[config.mk]
export PLATFORM = sky130hd
export DESIGN_NAME = cfg_port_bridge
export DESIGN_NICKNAME = d
export VERILOG_FILES = /design/src/rtl/cfgp_pkg.sv /design/src/rtl/cfg_addr_latch.sv /design/src/rtl/cfg_target_check.sv /design/src/rtl/cfg_byte_seq.sv /design/src/rtl/cfg_port_bridge.sv
export SDC_FILE = /design/constraint.sdc
export NUM_CORES = 1
export LEC_CHECK = 0
export BUFFER_PORTS_ARGS = -buffer_cell sky130_fd_sc_hd__buf_2
export CAP_MARGIN = 20
export CORE_UTILIZATION = 54
export CTS_CLUSTER_DIAMETER = 80
export DETAILED_ROUTE_END_ITERATION = 10
export PLACE_DENSITY = 0.86
export SLEW_MARGIN = 20
export SYNTH_ARGS = -nofsm -noshare
export SYNTH_HDL_FRONTEND = slang
export SYNTH_SLANG_ARGS = --single-unit
[constraint.sdc]
create_clock -name clk -period 5.7 [get_ports clk]
set_clock_uncertainty 0.2 [all_clocks]
set_input_delay 0.285 -clock clk [delete_from_list [all_inputs] [get_ports clk]]
set_output_delay 0.285 -clock clk [all_outputs]
set_load 0.01 [all_outputs]
[src/rtl/cfgp_pkg.sv]
package cfgp_pkg;

    typedef enum logic [1:0] {
        SEQ_IDLE  = 2'd0,
        SEQ_ISSUE = 2'd1,
        SEQ_DONE  = 2'd2
    } seq_state_e;

    localparam int unsigned LATCH_W = 32;
    localparam int unsigned DEV_W   = 5;
    localparam int unsigned FN_W    = 3;
    localparam int unsigned REG_W   = 8;

    // index of the last byte of a transfer, from the host size code
    function automatic logic [1:0] last_byte_idx(input logic [1:0] size_code);
        unique case (size_code)
            2'd0:    return 2'd0;
            2'd1:    return 2'd1;
            default: return 2'd3;
        endcase
    endfunction

endpackage

[src/rtl/cfg_addr_latch.sv]
module cfg_addr_latch
    import cfgp_pkg::*;
(
    input  logic                clk,
    input  logic                rst_n,
    input  logic                wr_en,
    input  logic [LATCH_W-1:0]  wr_data,
    output logic [LATCH_W-1:0]  latch_q,
    output logic [DEV_W-1:0]    dev,
    output logic [FN_W-1:0]     fn,
    output logic [REG_W-1:0]    reg_base,
    output logic                gate_open
);

    always_ff @(posedge clk) begin
        if (!rst_n)
            latch_q <= '0;
        else if (wr_en)
            latch_q <= wr_data;
    end

    always_comb begin
        dev       = latch_q[15:11];
        fn        = latch_q[10:8];
        reg_base  = {latch_q[7:2], 2'b00};
        gate_open = latch_q[31] && (latch_q[23:16] == 8'h00);
    end

    // the latch changes only through a host write
    a_r1_latch_hold: assert property (@(posedge clk) disable iff (!rst_n)
        !wr_en |=> $stable(latch_q));

endmodule

[src/rtl/cfg_target_check.sv]
module cfg_target_check
    import cfgp_pkg::*;
#(
    parameter int unsigned NDEV = 32
) (
    input  logic [DEV_W-1:0]      dev,
    input  logic [FN_W-1:0]       fn,
    input  logic [DEV_W:0]        dev_installed,
    input  logic [NDEV-1:0]       slot_fill,
    input  logic [NDEV*FN_W-1:0]  fn_top,
    output logic                  present
);

    localparam int unsigned SEL_W = (NDEV > 1) ? $clog2(NDEV) : 1;

    logic [FN_W-1:0] fn_lim [NDEV];

    generate
        for (genvar g = 0; g < NDEV; g++) begin : g_lim
            assign fn_lim[g] = fn_top[g*FN_W +: FN_W];
        end
    endgenerate

    logic [DEV_W:0]  dev_ext;
    logic [SEL_W-1:0] sel;
    logic             in_table;

    always_comb begin
        dev_ext  = {1'b0, dev};
        sel      = dev_ext[SEL_W-1:0];
        in_table = (dev_ext < (DEV_W+1)'(NDEV));
        present  = in_table
                && (dev_ext < dev_installed)
                && slot_fill[sel]
                && (fn <= fn_lim[sel]);
    end

endmodule

[src/rtl/cfg_byte_seq.sv]
module cfg_byte_seq
    import cfgp_pkg::*;
(
    input  logic                clk,
    input  logic                rst_n,
    input  logic                host_req,
    input  logic                host_we,
    input  logic [2:0]          host_port,
    input  logic [1:0]          host_size,
    input  logic [31:0]         host_wdata,
    output logic [31:0]         host_rdata,
    output logic                host_done,
    output logic                host_busy,
    input  logic [LATCH_W-1:0]  latch_q,
    input  logic [REG_W-1:0]    reg_base,
    input  logic                gate_open,
    input  logic                present,
    output logic                latch_wr,
    output logic                cfg_req,
    output logic                cfg_we,
    output logic [REG_W-1:0]    cfg_reg,
    output logic [7:0]          cfg_wdata,
    input  logic                cfg_ack,
    input  logic [7:0]          cfg_rdata
);

    seq_state_e state, state_nx;

    logic [1:0]        byte_idx;
    logic [1:0]        last_idx;
    logic [REG_W-1:0]  reg_cur;
    logic [31:0]       wbuf;
    logic [31:0]       rbuf;
    logic              op_we;

    logic is_latch;
    logic launch;

    assign is_latch = !host_port[2];
    assign launch   = !is_latch && gate_open && present;

    // state register
    always_ff @(posedge clk) begin
        if (!rst_n)
            state <= SEQ_IDLE;
        else
            state <= state_nx;
    end

    // transitions
    always_comb begin
        state_nx = state;
        unique case (state)
            SEQ_IDLE: begin
                if (host_req)
                    state_nx = launch ? SEQ_ISSUE : SEQ_DONE;
            end
            SEQ_ISSUE: begin
                if (cfg_ack && (byte_idx == last_idx))
                    state_nx = SEQ_DONE;
            end
            SEQ_DONE: state_nx = SEQ_IDLE;
            default:  state_nx = SEQ_IDLE;
        endcase
    end

    // datapath
    always_ff @(posedge clk) begin
        if (!rst_n) begin
            byte_idx <= '0;
            last_idx <= '0;
            reg_cur  <= '0;
            wbuf     <= '0;
            rbuf     <= '0;
            op_we    <= 1'b0;
        end else begin
            unique case (state)
                SEQ_IDLE: begin
                    if (host_req) begin
                        if (is_latch) begin
                            if (!host_we)
                                rbuf <= latch_q;
                        end else if (launch) begin
                            reg_cur  <= reg_base + REG_W'(host_port[1:0]);
                            byte_idx <= 2'd0;
                            last_idx <= last_byte_idx(host_size);
                            wbuf     <= host_wdata;
                            rbuf     <= '0;
                            op_we    <= host_we;
                        end else begin
                            rbuf <= 32'hFFFF_FFFF;
                        end
                    end
                end
                SEQ_ISSUE: begin
                    if (cfg_ack) begin
                        if (!op_we)
                            rbuf[{byte_idx, 3'b000} +: 8] <= cfg_rdata;
                        wbuf     <= wbuf >> 8;
                        reg_cur  <= reg_cur + 1'b1;
                        byte_idx <= byte_idx + 1'b1;
                    end
                end
                default: ;
            endcase
        end
    end

    // outputs
    always_comb begin
        cfg_req    = 1'b0;
        host_done  = 1'b0;
        host_busy  = 1'b1;
        latch_wr   = 1'b0;
        unique case (state)
            SEQ_IDLE: begin
                host_busy = 1'b0;
                latch_wr  = host_req && host_we && is_latch;
            end
            SEQ_ISSUE: cfg_req   = 1'b1;
            SEQ_DONE:  host_done = 1'b1;
            default: ;
        endcase
        cfg_we     = op_we;
        cfg_reg    = reg_cur;
        cfg_wdata  = wbuf[7:0];
        host_rdata = rbuf;
    end

    // no register request without an open gate and a present target
    a_r2_req_gated: assert property (@(posedge clk) disable iff (!rst_n)
        cfg_req |-> (gate_open && present));

    // done is a single-cycle pulse
    a_r7_done_pulse: assert property (@(posedge clk) disable iff (!rst_n)
        host_done |=> !host_done);

    // a non-final acknowledged byte is followed at once by the next index
    a_r3_next_index: assert property (@(posedge clk) disable iff (!rst_n)
        (cfg_req && cfg_ack && (byte_idx != last_idx))
            |=> (cfg_req && (cfg_reg == $past(cfg_reg) + 8'd1)));

    // a request seen while busy does not start a latch write
    a_r8_busy_ignore: assert property (@(posedge clk) disable iff (!rst_n)
        host_busy |-> !latch_wr);

    // done follows the final acknowledged byte in the next cycle
    a_r7_done_after_last: assert property (@(posedge clk) disable iff (!rst_n)
        (cfg_req && cfg_ack && (byte_idx == last_idx)) |=> host_done);

endmodule

[src/rtl/cfg_port_bridge.sv]
module cfg_port_bridge
    import cfgp_pkg::*;
#(
    parameter int unsigned NDEV = 32
) (
    input  logic              clk,
    input  logic              rst_n,
    input  logic              host_req,
    input  logic              host_we,
    input  logic [2:0]        host_port,
    input  logic [1:0]        host_size,
    input  logic [31:0]       host_wdata,
    output logic [31:0]       host_rdata,
    output logic              host_done,
    output logic              host_busy,
    output logic              cfg_req,
    output logic              cfg_we,
    output logic [4:0]        cfg_dev,
    output logic [2:0]        cfg_fn,
    output logic [7:0]        cfg_reg,
    output logic [7:0]        cfg_wdata,
    input  logic              cfg_ack,
    input  logic [7:0]        cfg_rdata,
    input  logic [5:0]        dev_installed,
    input  logic [NDEV-1:0]   slot_fill,
    input  logic [NDEV*3-1:0] fn_top
);

    logic [LATCH_W-1:0] latch_q;
    logic [DEV_W-1:0]   dev;
    logic [FN_W-1:0]    fn;
    logic [REG_W-1:0]   reg_base;
    logic               gate_open;
    logic               present;
    logic               latch_wr;

    cfg_addr_latch u_latch (
        .clk       (clk),
        .rst_n     (rst_n),
        .wr_en     (latch_wr),
        .wr_data   (host_wdata),
        .latch_q   (latch_q),
        .dev       (dev),
        .fn        (fn),
        .reg_base  (reg_base),
        .gate_open (gate_open)
    );

    cfg_target_check #(.NDEV(NDEV)) u_target (
        .dev           (dev),
        .fn            (fn),
        .dev_installed (dev_installed),
        .slot_fill     (slot_fill),
        .fn_top        (fn_top),
        .present       (present)
    );

    cfg_byte_seq u_seq (
        .clk        (clk),
        .rst_n      (rst_n),
        .host_req   (host_req),
        .host_we    (host_we),
        .host_port  (host_port),
        .host_size  (host_size),
        .host_wdata (host_wdata),
        .host_rdata (host_rdata),
        .host_done  (host_done),
        .host_busy  (host_busy),
        .latch_q    (latch_q),
        .reg_base   (reg_base),
        .gate_open  (gate_open),
        .present    (present),
        .latch_wr   (latch_wr),
        .cfg_req    (cfg_req),
        .cfg_we     (cfg_we),
        .cfg_reg    (cfg_reg),
        .cfg_wdata  (cfg_wdata),
        .cfg_ack    (cfg_ack),
        .cfg_rdata  (cfg_rdata)
    );

    assign cfg_dev = dev;
    assign cfg_fn  = fn;

endmodule

# Word-level counts from Yosys, hierarchy flattened
# Cells that the tools add are included.
# Widths: inputs -> output; s select.
[word_totals]
reg_bits = 111
inputBits = 184
output_inout_bits = 60
mem_bits_ro = 0
memories = 0
latch_bits = 0
ram_bits = 0
[classes]
n_lt_le_gt_ge = 4
n_reduce_logical = 17
n_shift = 2
muxes = 37
div = 0
n_addsub = 4
n_bitwise = 1
n_mul = 0
eq_ne = 11
[op_table]
columns = ["op", "count"]
rows = [
  ["$mux 32", 10],
  ["$pmux 32 s2", 2],
  ["$bwmux 32", 1],
  ["$mux 8", 4],
  ["$shift 8x7->32 const A", 1],
  ["$shiftx 8x7->32", 1],
  ["$pmux 8 s2", 1],
  ["$bmux 3 s5", 1],
  ["$mux 2", 7],
  ["$pmux 2 s2", 3],
  ["$reduce_and 5->1", 2],
  ["$add 8x1->8 const B", 1],
  ["$add 8x2->8", 1],
  ["$logic_and 1x1->1", 8],
  ["$logic_not 8->1", 1],
  ["$ne 2x2->1 const B", 4],
  ["$neg 5->7", 1],
  ["$ge 6x6->1 const B", 1],
  ["$lt 5x6->1", 1],
  ["$lt 5x6->1 const B", 1],
  ["$mux 3", 2],
  ["$not 5->6", 1],
  ["$bmux 1 s5", 1],
  ["$mux 1", 5],
  ["other kinds (12)", 15],
]

# Depth between registers and ports, before layout
[logic_depth]
depth_word = 11
mapped_depth = 13

# Hierarchy
# Synthesis repeated with hierarchy kept, for this count alone.
[unflattened]
hier_cells = 817
hier_area_um2 = 7096.8
[modules_own_cells]
columns = ["module", "area_each_um2", "instances", "seq_area_each_um2", "cells_per_inst"]
rows = [
  ["cfg_byte_seq", 4508.1, 1, 1581.5, 605],
  ["cfg_addr_latch", 1390.1, 1, 640.6, 124],
  ["cfg_target_check", 1198.6, 1, 0.0, 88],
]

# Least setup slack after synthesis
# OpenSTA, ideal clock, no wires.
[synth_timing]
kind = "register to register"
start = "register u_latch.latch_q[11]"
end = "register u_seq.reg_cur[3], in the netlist u_seq.cfg_reg[3]"
setup_ns = 0.088
slack_ns = 1.979
arrival_ns = 3.433
path_stages_with_launch = 14
cell_sequence = "dfxtp_1 buf_4 buf_2 mux4_2 mux4_2 mux2i_1 ha_1 nor2b_1 o21a_1 o21ai_1 o2111a_2 a21oi_4 buf_6 o32ai_2"
[synth_via]
elab_chain_len = 9
word_cells_on_any_way = 13
[synth_rtl]
columns = ["element", "line", "rtl"]
rows = [
  ["start: declaration", "cfg_addr_latch.sv:8", "output logic [LATCH_W-1:0] latch_q,"],
  ["start signal: assignment", "cfg_addr_latch.sv:19", "latch_q <= wr_data;"],
  ["$not 5->6 (implied by the code)", "cfg_target_check.sv:35", "&& (fn <= fn_lim[sel]);"],
  ["$bmux 3 s5", "cfg_target_check.sv:35", ""],
  ["$mux 3 (implied by the code) (2 in series)", "cfg_target_check.sv:35", ""],
  ["$le 3x3->1", "cfg_target_check.sv:35", ""],
  ["$logic_and 1x1->1 (*)", "cfg_target_check.sv:35", ""],
  ["$logic_and 1x1->1 (*)", "cfg_byte_seq.sv:40", "assign launch = !is_latch && gate_open && present;"],
  ["$ne 2x1->1 (no source line) (*)", "--", ""],
  ["$reduce_and 5->1 (no source line) (*)", "--", ""],
  ["end signal: assignment", "cfg_byte_seq.sv:84", "reg_cur <= reg_base + REG_W'(host_port[1:0]);"],
  ["end signal: assignment", "cfg_byte_seq.sv:100", "reg_cur <= reg_cur + 1'b1;"],
  ["end: declaration", "cfg_byte_seq.sv:31", "logic [REG_W-1:0] reg_cur;"],
]
# Mark *: on every way between the ends. The rest lies on a longest branch, timed or not. The select of a mux whose other input is x is not followed.
# A chain may end at the register's enable or synchronous reset.

# Final worst setup path
[layout_timing]
start = "register u_latch.latch_q[11]"
end = "register u_seq.rbuf[14], in the netlist u_seq.host_rdata[14]"
[layout_via]
elab_chain_len = 11
word_cells_on_any_way = 15
[layout_rtl]
columns = ["element", "line", "rtl"]
rows = [
  ["$not 5->6 (implied by the code)", "cfg_target_check.sv:35", ""],
  ["$bmux 3 s5", "cfg_target_check.sv:35", ""],
  ["$mux 3 (implied by the code) (2 in series)", "cfg_target_check.sv:35", ""],
  ["$le 3x3->1", "cfg_target_check.sv:35", ""],
  ["$logic_and 1x1->1 (*)", "cfg_target_check.sv:35", ""],
  ["$logic_and 1x1->1 (*)", "cfg_byte_seq.sv:40", ""],
  ["$mux 32 (*)", "cfg_byte_seq.sv:83", "end else if (launch) begin"],
  ["$mux 32 (*)", "cfg_byte_seq.sv:80", "if (is_latch) begin"],
  ["$mux 32 (*)", "cfg_byte_seq.sv:79", "if (host_req) begin"],
  ["$pmux 32 s2 (*)", "cfg_byte_seq.sv:77", "unique case (state)"],
  ["end signal: assignment", "cfg_byte_seq.sv:82", "rbuf <= latch_q;"],
  ["end signal: indexed assignment", "cfg_byte_seq.sv:98", "rbuf[{byte_idx, 3'b000} +: 8] <= cfg_rdata;"],
  ["end: declaration", "cfg_byte_seq.sv:33", "logic [31:0] rbuf;"],
]
# Marks and branches as above.

==> results.yml <==
global_route:
  grt_max_degree: 96
  grt_pass1_vias: 6291
  grtUsageTotal_pct: 33.0
  globalRoute.totalOverflow: 0
  antenna_found_initial: 0
  grt_pass1_wl_um: 32200
clock_tree:
  cts_sinks: 111
  cts_resized: 0
  cts_max_level: 3
  clk_latency_ns: 0.35
  clk_pin_slew_ns: 0.08
  clock_path_buffers: 2
  cts_buffers: 9
  cts_tree: "done"
  cts_root_buf: "clkbuf_16"
routing:
  drt_iter0_markers: 891
  vias_per_cell: 6.09
  routedWlPerCell_um: 18.4
  wl_met1_um: 8720
  wl_met3_um: 1920
  drtPass1Iterations: 6
  vias: 6702
  final_antenna_net_count: 0
  dr_wl_met2_um: 9310
  top_layer: "met4"
  drc: 0
  wl_um: 20300
synthesis:
  synthesis.area_mm2: 0.00640
  synth_top_area_share_pct: 34.7
  synth_top_area_cell: "dfxtp_1"
  yosysSeqAreaShare_pct: 34.7
  avgSynthCellArea_um2: 8.48
  synth_cell_types: 51
  synth_edf_count: 0
  synthTopCellsByCount: "nand2_1 (206), dfxtp_1 (111), a21oi_1 (53)"
  synthTopCellsByArea: "dfxtp_1 (35%), mux4_2 (12%), nand2_1 (12%), mux2i_1 (5.3%), a21oi_1 (4.1%)"
  synthArstFlopShare_pct: 0
  ys_warn_count: 0
  syn-num-nets: 950
  synth_cells: 754
  synthFlopType: "dfxtp_1"
  synth_seq_cells: 111
  yosysMostFrequentCell: "nand2_1"
setup_path:
  required_ns: 5.68
  path_delay_family: "compound AO/OA/AOI/OAI gates"
  regToRegStartpoint: "u_latch.latch_q[11]"
  cp_max_fo: 32
  rr_worst_depth: 10
  slowest_stage: "dfxtp_2"
  critPathCaptureType: "flip-flop"
  crit_chain: "mux4_2, mux4_2, mux2i_1, ha_1, nor2b_1, o21a_1, o21ai_1, o211a_1, a21o_1, a31oi_1"
  r2r_slack_ns: 1.10
  reg2reg_to: "u_seq.host_rdata[14]"
  cpPeakStageDelay_ns: 0.82
  critPathArrivalTime_ns: 4.57
  cp-start-kind: "flip-flop"
  worst_path_most_repeated_cell: "mux4_2"
  crit_type: "reg2reg"
  critical_path_buf_inv_count: 0
floorplan:
  die-width_um: 111
  dieArea_mm2: 0.0123
  io_pins: 244
  die_h_um: 111
  initial_core_util_pct: 55.8
  core_mm2: 0.0115
  row_count: 39
final_layout:
  antenna_cells: 0
  drive_above_1_share_pct: 33.7
  fillers: 922
  final_nets: 1149
  stdcell_area_mm2: 0.00789
  fin_util_pct: 68.8
  synthToLayoutAreaGrowth_pct: 23.3
min_path:
  min_path_type: "in2reg"
  hold_path_end: "u_latch.latch_q[12]"
  min_path_cells: 3
  worstHoldStart: "host_wdata[12]"
place:
  hpwlAfterDp_um: 14900
  place_congestion: 0.925
  io_buffers: 243
  placed_area_mm2: 0.00748
power_and_ir_drop:
  ir_worst_vdd_uv: 181
  p_leak_nw: 3.52
  power.density_mw_per_mm2: 219
  p_total_mw: 1.73
timing:
  fmax_mhz: 218
  relSlewSlack_pct: 31.0
  tightest_slew_ns: 1.03
  setup_tns_ns: 0
  hold_slack_ns: 0.00365
  layout_min_cycle_time_ns: 4.60
  maxSlewViolCount: 0
  setup-violations-final: 0
  period_share_pct: 80.6
  finalHoldViolCount: 0
  rsz0062_at_grt: "false"
run_status:
  status: "completed"
flow_run:
  cap_violations: 0
what timing repair did:
action                    in CTS  in global routing
buffers inserted               0                  0
hold endpoints to repair      10                  0
hold buffers                  10                  0
power breakdown:
part / switching, mW / leakage [nW] / total, mW / internal (mW)
clock network: 0.301 / 0.142 / 0.617 / 0.316
registers: 0.0232 / 0.903 / 0.825 / 0.802
logic: 0.151 / 2.47 / 0.287 / 0.136
layer usage:
layer,global-route usage [%],vias to the layer above
met2,51.4,420
met4,7.56,0
met1,47.5,3169
li1,-,3075
met3,6.12,38
met5,0,-
kinds of logic after synthesis:
family | after synthesis | synth area share (%)
AND/OR/NAND/NOR | 272 | 18.0
multiplexers | 74 | 18.5
adder cells (fa/ha/maj) | 12 | 2.35
buffers and inverters | 90 | 6.92
XOR/XNOR | 5 | 0.685
AO/OA/AOI/OAI | 190 | 18.8
flip-flops | 111 | 34.7
worst register-to-register path, stage by stage (launching register included):
cell and delay (ns):
dfxtp_2 0.82, mux4_2 0.60, mux4_2 0.47, mux2i_1 0.26, ha_1 0.31, nor2b_1 0.14, o21a_1 0.16, o21ai_1 0.26
o211a_1 0.23, a21o_1 0.78, a31oi_1 0.20
through the flow:
stage / setup WS (ns) / cells
final: 1.10 / 1101
after global routing: 0.709 / 1101
after CTS: 1.13 / 1101
after floorplan: 1.98 / 754
after detailed placement: 1.11 / 1075
after global placement: 1.21 / 1075
worst max-delay path by stage:
stage                             start                   end  slack, ns  cells after the start
finish              u_latch.latch_q[11]  u_seq.host_rdata[14]       1.10                     10
global route        u_latch.latch_q[11]  u_seq.host_rdata[27]       0.71                     10
CTS                 u_latch.latch_q[11]      u_seq.cfg_reg[6]       1.13                     10
detailed placement  u_latch.latch_q[11]      u_seq.cfg_reg[2]       1.11                     10
global placement    u_latch.latch_q[11]      u_seq.cfg_reg[2]       1.21                     10
floorplan           u_latch.latch_q[11]      u_seq.cfg_reg[3]       1.98                     13
layout by cell type, fill, tap and decap left out, types with 2 or more instances in the layout:
| cell type | synthesis | layout |
|---|---|---|
| clkbuf_16 | 0 | 9 |
| o211ai_1 | 6 | 6 |
| ha_1 | 12 | 12 |
| o21ai_0 | 33 | 33 |
| dlygate4sd3_1 | 0 | 10 |
| xor2_1 | 3 | 3 |
| nor4_1 | 2 | 2 |
| o21a_1 | 3 | 3 |
| a21o_1 | 3 | 3 |
| nand2b_1 | 3 | 3 |
| and3_1 | 4 | 3 |
| nand2_1 | 206 | 206 |
| buf_4 | 17 | 10 |
| a22oi_1 | 32 | 32 |
| mux2i_1 | 34 | 34 |
| o21ai_1 | 11 | 11 |
| nor2_1 | 6 | 5 |
| nor2b_1 | 4 | 4 |
| nand3b_1 | 2 | 2 |
| buf_2 | 9 | 243 |
| xnor2_1 | 2 | 2 |
| a21oi_1 | 53 | 53 |
| a31oi_1 | 33 | 33 |
| nand3_1 | 18 | 18 |
| dfxtp_1 | 111 | 110 |
| inv_1 | 14 | 14 |
| o32ai_2 | 2 | 2 |
| mux2_2 | 5 | 5 |
| o22ai_1 | 2 | 2 |
| mux4_2 | 35 | 35 |
| and2_1 | 9 | 9 |
| nor3_1 | 13 | 13 |
| inv_6 | 0 | 3 |
layout make-up:
| class | count | area [µm²] | share of cell area (%) |
|---|---|---|---|
| clock buffers | 10 | 239 | 3.03 |
| well taps | 143 | 179 | 2.27 |
| clock inverters | 6 | 50.0 | 0.635 |
| repair buffers | 263 | 1390 | 17.6 |
| inverters | 15 | 56.3 | 0.714 |
| flip-flops and latches | 111 | 2220 | 28.2 |
| multi-input cells | 553 | 3750 | 47.5 |
Note: power is estimated with default switching activity, not from simulation.
